===== config.mk =====
export PLATFORM = sky130hd
export DESIGN_NAME = sram_ctrl
export DESIGN_NICKNAME = d
export VERILOG_FILES = /design/src/rtl/sram_ctrl_pkg.sv /design/src/rtl/sram_ctrl_timer.sv /design/src/rtl/sram_ctrl_fsm.sv /design/src/rtl/sram_ctrl_pindec.sv /design/src/rtl/sram_ctrl.sv
export SDC_FILE = /design/constraint.sdc
export NUM_CORES = 1
export LEC_CHECK = 0
export BUFFER_PORTS_ARGS = -buffer_cell sky130_fd_sc_hd__buf_4
export CAP_MARGIN = 20
export CORE_MARGIN = 1.5
export CORE_UTILIZATION = 41
export DETAILED_ROUTE_END_ITERATION = 6
export PLACE_DENSITY = 0.71
export RECOVER_POWER = 50
export SETUP_SLACK_MARGIN = 0.05
export SLEW_MARGIN = 20
export SYNTH_ARGS = -nofsm -noshare
export SYNTH_HDL_FRONTEND = slang
export SYNTH_SLANG_ARGS = --single-unit

===== constraint.sdc =====
create_clock -name clk -period 1.3 [get_ports clk]
set_input_delay 0.26 -clock clk [delete_from_list [all_inputs] [get_ports clk]]
set_output_delay 0.26 -clock clk [all_outputs]
set_load 0.05 [all_outputs]

===== src/rtl/sram_ctrl_pkg.sv =====
// Package: shared state encoding and cycle-rounding helpers for the
// asynchronous static RAM sequencer. Assumes all timings are positive
// integers in nanoseconds.
package sram_ctrl_pkg;

    typedef enum logic [2:0] {
        ST_IDLE   = 3'd0,
        ST_RD     = 3'd1,
        ST_RD_HZ  = 3'd2,
        ST_WR     = 3'd3,
        ST_WR_END = 3'd4
    } state_t;

    // Round a nanosecond figure up to whole clock periods.
    function automatic int ns2cyc(input int ns, input int per_ns);
        return (ns + per_ns - 1) / per_ns;
    endfunction

    // Larger of two integers.
    function automatic int max2(input int a, input int b);
        return (a > b) ? a : b;
    endfunction

endpackage


===== src/rtl/sram_ctrl_timer.sv =====
// Module: down-counting wait timer. A load sets the remaining count and
// expired is high once the count reaches zero. Assumes load values fit
// CNT_W bits.
module sram_ctrl_timer #(
    parameter int CNT_W = 4
) (
    input  logic             clk,
    input  logic             rst_n,
    input  logic             load,
    input  logic [CNT_W-1:0] load_val,
    output logic             expired
);

    logic [CNT_W-1:0] cnt_q;

    // Count down to zero after each load.
    always_ff @(posedge clk) begin
        if (!rst_n) begin
            cnt_q <= '0;
        end else if (load) begin
            cnt_q <= load_val;
        end else if (cnt_q != '0) begin
            cnt_q <= cnt_q - 1'b1;
        end
    end

    assign expired = (cnt_q == '0);

endmodule


===== src/rtl/sram_ctrl_fsm.sv =====
// Module: transaction sequencer. Steps through read, float, write and
// write-recovery phases, loading the wait timer on each phase entry.
// Assumes RD_CYC, WR_CYC and HZ_CYC are at least 1.
module sram_ctrl_fsm
    import sram_ctrl_pkg::*;
#(
    parameter int CNT_W  = 4,
    parameter int RD_CYC = 11,
    parameter int WR_CYC = 10,
    parameter int HZ_CYC = 4
) (
    input  logic             clk,
    input  logic             rst_n,
    input  logic             req_valid,
    input  logic             req_we,
    input  logic             tmr_expired,
    output state_t           state,
    output logic             tmr_load,
    output logic [CNT_W-1:0] tmr_val,
    output logic             accept,
    output logic             capture
);

    localparam logic [CNT_W-1:0] RD_LD = CNT_W'(RD_CYC - 1);
    localparam logic [CNT_W-1:0] WR_LD = CNT_W'(WR_CYC - 1);
    localparam logic [CNT_W-1:0] HZ_LD = CNT_W'(HZ_CYC - 1);

    state_t state_q, state_d;

    // Next-phase selection and timer loading.
    always_comb begin
        state_d  = state_q;
        tmr_load = 1'b0;
        tmr_val  = '0;
        accept   = 1'b0;
        capture  = 1'b0;
        case (state_q)
            ST_IDLE: begin
                if (req_valid) begin
                    accept   = 1'b1;
                    tmr_load = 1'b1;
                    tmr_val  = req_we ? WR_LD : RD_LD;
                    state_d  = req_we ? ST_WR : ST_RD;
                end
            end
            ST_RD: begin
                if (tmr_expired) begin
                    capture  = 1'b1;
                    tmr_load = 1'b1;
                    tmr_val  = HZ_LD;
                    state_d  = ST_RD_HZ;
                end
            end
            ST_RD_HZ: begin
                if (tmr_expired) state_d = ST_IDLE;
            end
            ST_WR: begin
                if (tmr_expired) state_d = ST_WR_END;
            end
            ST_WR_END: state_d = ST_IDLE;
            default:   state_d = ST_IDLE;
        endcase
    end

    // Phase register.
    always_ff @(posedge clk) begin
        if (!rst_n) state_q <= ST_IDLE;
        else        state_q <= state_d;
    end

    assign state = state_q;

endmodule


===== src/rtl/sram_ctrl_pindec.sv =====
// Module: decodes the phase register into memory control pin levels and
// handshake outputs. Pure decode of a registered state, so pins change
// only on clock edges. Assumes the encoding from sram_ctrl_pkg.
module sram_ctrl_pindec
    import sram_ctrl_pkg::*;
(
    input  state_t state,
    output logic   ce_n,
    output logic   ce2,
    output logic   oe_n,
    output logic   we_n,
    output logic   dq_oe,
    output logic   ready,
    output logic   done
);

    // Pin levels per phase; idle and float keep the memory deselected.
    always_comb begin
        ce_n  = 1'b1;
        ce2   = 1'b0;
        oe_n  = 1'b1;
        we_n  = 1'b1;
        dq_oe = 1'b0;
        ready = 1'b0;
        done  = 1'b0;
        case (state)
            ST_IDLE: ready = 1'b1;
            ST_RD: begin
                ce_n = 1'b0;
                ce2  = 1'b1;
                oe_n = 1'b0;
            end
            ST_WR: begin
                ce_n  = 1'b0;
                ce2   = 1'b1;
                we_n  = 1'b0;
                dq_oe = 1'b1;
            end
            ST_WR_END: begin
                ce_n  = 1'b0;
                ce2   = 1'b1;
                dq_oe = 1'b1;
                done  = 1'b1;
            end
            default: ;
        endcase
    end

endmodule


===== src/rtl/sram_ctrl.sv =====
// Module: asynchronous static RAM sequencer top. Takes one request at a
// time, holds address and write data in registers for the whole
// transaction, and converts nanosecond minimums into cycle counts.
// Assumes the memory's data bus is split into out/oe/in outside.
module sram_ctrl
    import sram_ctrl_pkg::*;
#(
    parameter int ADDR_W  = 18,
    parameter int DATA_W  = 8,
    parameter int CLK_NS  = 5,
    parameter int T_AA_NS = 55,
    parameter int T_OE_NS = 30,
    parameter int T_RC_NS = 55,
    parameter int T_WP_NS = 45,
    parameter int T_AW_NS = 50,
    parameter int T_DW_NS = 25,
    parameter int T_WC_NS = 55,
    parameter int T_HZ_NS = 20
) (
    input  logic              clk,
    input  logic              rst_n,
    input  logic              req_valid,
    output logic              req_ready,
    input  logic              req_we,
    input  logic [ADDR_W-1:0] req_addr,
    input  logic [DATA_W-1:0] req_wdata,
    output logic              rd_valid,
    output logic [DATA_W-1:0] rd_data,
    output logic              wr_done,
    output logic [ADDR_W-1:0] mem_addr,
    output logic              mem_ce_n,
    output logic              mem_ce2,
    output logic              mem_oe_n,
    output logic              mem_we_n,
    output logic [DATA_W-1:0] mem_dq_out,
    output logic              mem_dq_oe,
    input  logic [DATA_W-1:0] mem_dq_in
);

    localparam int RD_CYC = max2(max2(ns2cyc(T_AA_NS, CLK_NS), ns2cyc(T_OE_NS, CLK_NS)),
                                 ns2cyc(T_RC_NS, CLK_NS));
    localparam int WR_CYC = max2(max2(ns2cyc(T_WP_NS, CLK_NS), ns2cyc(T_AW_NS, CLK_NS)),
                                 max2(ns2cyc(T_DW_NS, CLK_NS), ns2cyc(T_WC_NS, CLK_NS) - 1));
    localparam int HZ_CYC = max2(ns2cyc(T_HZ_NS, CLK_NS), 1);
    localparam int CNT_W  = $clog2(max2(max2(RD_CYC, WR_CYC), HZ_CYC) + 1);

    state_t           state;
    logic             tmr_load;
    logic [CNT_W-1:0] tmr_val;
    logic             tmr_expired;
    logic             accept;
    logic             capture;

    logic [ADDR_W-1:0] addr_q;
    logic [DATA_W-1:0] wdata_q;
    logic [DATA_W-1:0] rdata_q;
    logic              rvalid_q;

    sram_ctrl_timer #(.CNT_W(CNT_W)) u_timer (
        .clk      (clk),
        .rst_n    (rst_n),
        .load     (tmr_load),
        .load_val (tmr_val),
        .expired  (tmr_expired)
    );

    sram_ctrl_fsm #(
        .CNT_W  (CNT_W),
        .RD_CYC (RD_CYC),
        .WR_CYC (WR_CYC),
        .HZ_CYC (HZ_CYC)
    ) u_fsm (
        .clk         (clk),
        .rst_n       (rst_n),
        .req_valid   (req_valid),
        .req_we      (req_we),
        .tmr_expired (tmr_expired),
        .state       (state),
        .tmr_load    (tmr_load),
        .tmr_val     (tmr_val),
        .accept      (accept),
        .capture     (capture)
    );

    sram_ctrl_pindec u_pins (
        .state (state),
        .ce_n  (mem_ce_n),
        .ce2   (mem_ce2),
        .oe_n  (mem_oe_n),
        .we_n  (mem_we_n),
        .dq_oe (mem_dq_oe),
        .ready (req_ready),
        .done  (wr_done)
    );

    // Capture address and write data when a request is taken.
    always_ff @(posedge clk) begin
        if (!rst_n) begin
            addr_q  <= '0;
            wdata_q <= '0;
        end else if (accept) begin
            addr_q  <= req_addr;
            wdata_q <= req_wdata;
        end
    end

    // Sample the bus at the end of the read window and flag it for a cycle.
    always_ff @(posedge clk) begin
        if (!rst_n) begin
            rdata_q  <= '0;
            rvalid_q <= 1'b0;
        end else begin
            rvalid_q <= capture;
            if (capture) rdata_q <= mem_dq_in;
        end
    end

    assign mem_addr   = addr_q;
    assign mem_dq_out = wdata_q;
    assign rd_data    = rdata_q;
    assign rd_valid   = rvalid_q;

endmodule


==> impl_metrics.py <==
metrics = {
    "setup_path": {
        "critical_path.endpoint": "mem_ce_n",
        "start_kind": "register",
        "critPathKind": "register to output pin",
        "critical_path.top_delay_family": "simple AND/OR/NAND/NOR gates",
        "crit_cells": 4,
        "rrSetupSlack_ns": -0.16,
        "cpPeakStageDelay_ns": 0.33,
        "path_max_fanout": 4,
        "path_cells": "and2b_2 > nand2b_4 > clkinvlp_4 > buf_8",
        "rr_startpoint": "u_fsm.state[2]",
        "required_ns": 1.04,
        "r2r_end": "mem_addr[2]",
        "arrival_ns": 1.25,
        "critPathSlowestCell": "dfxtp_2",
        "path_buf_inv": 2,
        "worstRegToRegCells": 7,
        "critPathLaunch": "u_fsm.state[2]",
        "critPathCaptureType": "output pin",
    },
    "clock_network": {
        "root_buffer": "clkbuf_8",
        "ctsHoldBuffers": 0,
        "clockBufferDepth": 2,
        "cts_tree": "done",
        "worstSkewPairLatency_ns": 0.29,
        "clkSinkCount": 42,
        "cts_max_level": 2,
        "cts_buffers": 5,
        "worst_setup_hold_path_clk_slew_ns": 0.08,
    },
    "synth": {
        "syn_area_per_cell_um2": 8.85,
        "seq_area_frac_synth": 0.500,
        "ys_types": 32,
        "syn-num-nets": 230,
        "syn-cell-area_mm2": 0.00168,
        "syn_inst": 190,
        "synth-seq-cells": 42,
        "yosys_warnings": 0,
    },
    "drt": {
        "drc": 0,
        "drt_iter0_drc": 79,
        "wl_per_cell_um": 12.8,
        "wl_um": 4440,
        "vias_per_cell": 4.78,
        "postRouteAntennaNets": 0,
        "firstDrtPassIters": 4,
        "via_count": 1658,
    },
    "sta": {
        "slew_violations": 0,
        "worstMarginPinSlew_ns": 0.286,
        "rsz0062_at_grt": "yes",
        "finalCriticalPeriod_ns": 1.51,
        "finalCritPeriodShare": 1.16,
        "clock-skew-final_ns": 0.00445,
        "hold_viol_final": 0,
        "slew_headroom": 0.810,
        "final.setup.worst_slack_ns": -0.213,
        "fin_tns_setup_ns": -5.46,
        "finalSetupViolations": 45,
        "timing.fmax_ghz": 0.661,
    },
    "layout": {
        "multiInputGateArea_um2": 867,
        "regArea_um2": 851,
        "antennaDiodeCount": 0,
        "fin_nets": 336,
        "fillers": 326,
        "finalNonFillerCells": 347,
        "syn_to_final_growth_pct": 67.5,
        "drive_above_1_share": 0.569,
    },
    "pwr": {
        "ir_worst_vdd_mv": 1.30,
        "pwr_density_cell_mw_per_mm2": 1920,
        "p_leak_nw": 1.31,
    },
    "run_status": {
        "violations": "setup timing",
        "status": "complete, but fails checks",
    },
    "floorplanning": {
        "rows": 23,
        "die_w_um": 67.0,
        "core_area_mm2": 0.00397,
        "die_h_um": 67.0,
        "die-area_mm2": 0.00449,
        "start_util": 0.423,
        "ioPinCount": 80,
    },
    "min_path": {
        "hold_start": "mem_dq_in[7]",
        "hp-class": "input port to register",
    },
    "global_routing": {
        "grt_pass1_vias": 1431,
        "grt_overflow": 0,
        "track_usage": 0.177,
        "grt_max_degree": 28,
        "antenna_found_initial": 0,
        "grt_pass1_wl_um": 6080,
    },
    "placement": {
        "portBuffers": 79,
        "hpwl_um": 2770,
        "dp.cells": 327,
        "gp_congestion": 0.826,
    },
    "flow_run": {
        "max-cap-violations": 0,
    },
}
-- tightest hold or removal path: cells and delay by family --
family | cells | cell delay (ns)
mux | 1 | 0.05
simple gates | 1 | 0.07
buf+inv | 1 | 0.07
-- timing repair --
item | in CTS | in global routing
setup endpoints to repair | 44 | 47
setup buffers | 4 | 5
gates cloned | 0 | 3
gates resized for setup | 21 | 36
pin swaps | 4 | 12
-- layout make-up --
type	count	area share
timing repair buffer	109	0.327
tap	50	0.0222
clock inverter	1	0.00178
clock buffer	7	0.0307
inverter	5	0.00800
multi-input combinational	133	0.308
sequential	42	0.302
-- where the power goes --
part | switching, mW | internal (mW)
Sequential | 0.171 | 1.51
Clock | 0.420 | 0.428
Combinational | 1.58 | 1.30
-- synth_stat cells --
cell type / n / area share
nor3b_1: 1 / 0.0045
nor3_4: 1 / 0.0097
nand2_1: 59 / 0.13
buf_4: 2 / 0.0089
nor3b_2: 1 / 0.0074
clkbuf_1: 1 / 0.0022
ha_1: 2 / 0.015
nor4_1: 1 / 0.0037
or3_1: 1 / 0.0037
o21a_1: 1 / 0.0045
a21oi_1: 23 / 0.068
mux2i_1: 8 / 0.048
buf_12: 1 / 0.012
a22oi_1: 1 / 0.0045
nand3b_1: 1 / 0.0045
buf_2: 2 / 0.0060
xnor2_1: 2 / 0.010
nor3_1: 2 / 0.0060
and2b_2: 1 / 0.0052
a31oi_1: 1 / 0.0037
dfxtp_1: 42 / 0.50
a22o_1: 1 / 0.0052
buf_8: 2 / 0.018
inv_1: 5 / 0.011
dlymetal6s4s_1: 1 / 0.0074
dlygate4sd1_1: 1 / 0.0052
nand2_2: 1 / 0.0037
nor2_1: 12 / 0.027
a311oi_1: 1 / 0.0052
and2_4: 1 / 0.0052
a21oi_2: 8 / 0.042
nand2b_1: 3 / 0.011
-- metrics by stage --
stage | setup WS [ns] | hold WS [ns] | util | total power [mW] | cell area (um^2)
3_3_place_gp | 0.0135 | 0.443 | 0.613 | 4.02 | 2440
4_1_cts | -0.199 | 0.188 | 0.661 | 5.04 | 2630
2_1_floorplan | -0.260 | 0.396 | - | 3.30 | 1730
6_report | -0.213 | 0.194 | 0.709 | 5.41 | 2820
5_1_grt | -0.252 | 0.201 | 0.709 | 5.72 | 2820
3_5_place_dp | -0.0344 | 0.448 | 0.613 | 4.04 | 2440
-- layout by cell type (no fill, tap or decap), drive strengths merged --
cell       n
nor3       3
inv        4
a31oi      1
xnor2      2
nand2b     3
mux2i      8
nand2     60
a22o       1
clkbuf    28
nor3b      2
nor4       1
o21a       1
nor2      12
nand3b     1
ha         2
and2       1
a22oi      1
clkinvlp   1
buf       88
or3        1
clkinv     1
a311oi     1
and2b      1
dfxtp     42
a21oi     31
-- per-layer routing --
metal	GRT usage	share of wire
met1	0.210	0.42
met2	0.297	0.50
met3	0.0608	0.069
met4	0.0587	0.0090
met5	0	0
-- how the worst min path moves through the flow --
stage                              end  slack (ns)  cells past startpoint
after floorplan            mem_addr[1]        0.40                      2
after global placement    mem_addr[17]        0.44                      2
after detailed placement   mem_addr[2]        0.45                      2
after CTS                   rd_data[7]        0.19                      3
after global routing       mem_addr[9]        0.20                      3
final                       rd_data[7]        0.19                      3
-- state kept, by name, indices dropped and copies added (netlist names) --
name and count:
rd_data 8, u_fsm.state 3, u_timer.cnt_q 4, mem_addr 18
mem_dq_out 8, rd_valid 1
-- logic make-up after synthesis --
kind of cell             synth area share
AO/OA/AOI/OAI                       0.133
multiplexers                       0.0476
adder cells (fa/ha/maj)            0.0149
flip-flops                          0.500
AND/OR/NAND/NOR                     0.223
buffers and inverters              0.0707
XOR/XNOR                           0.0104
No activity file was read; power rests on OpenSTA's default activity.
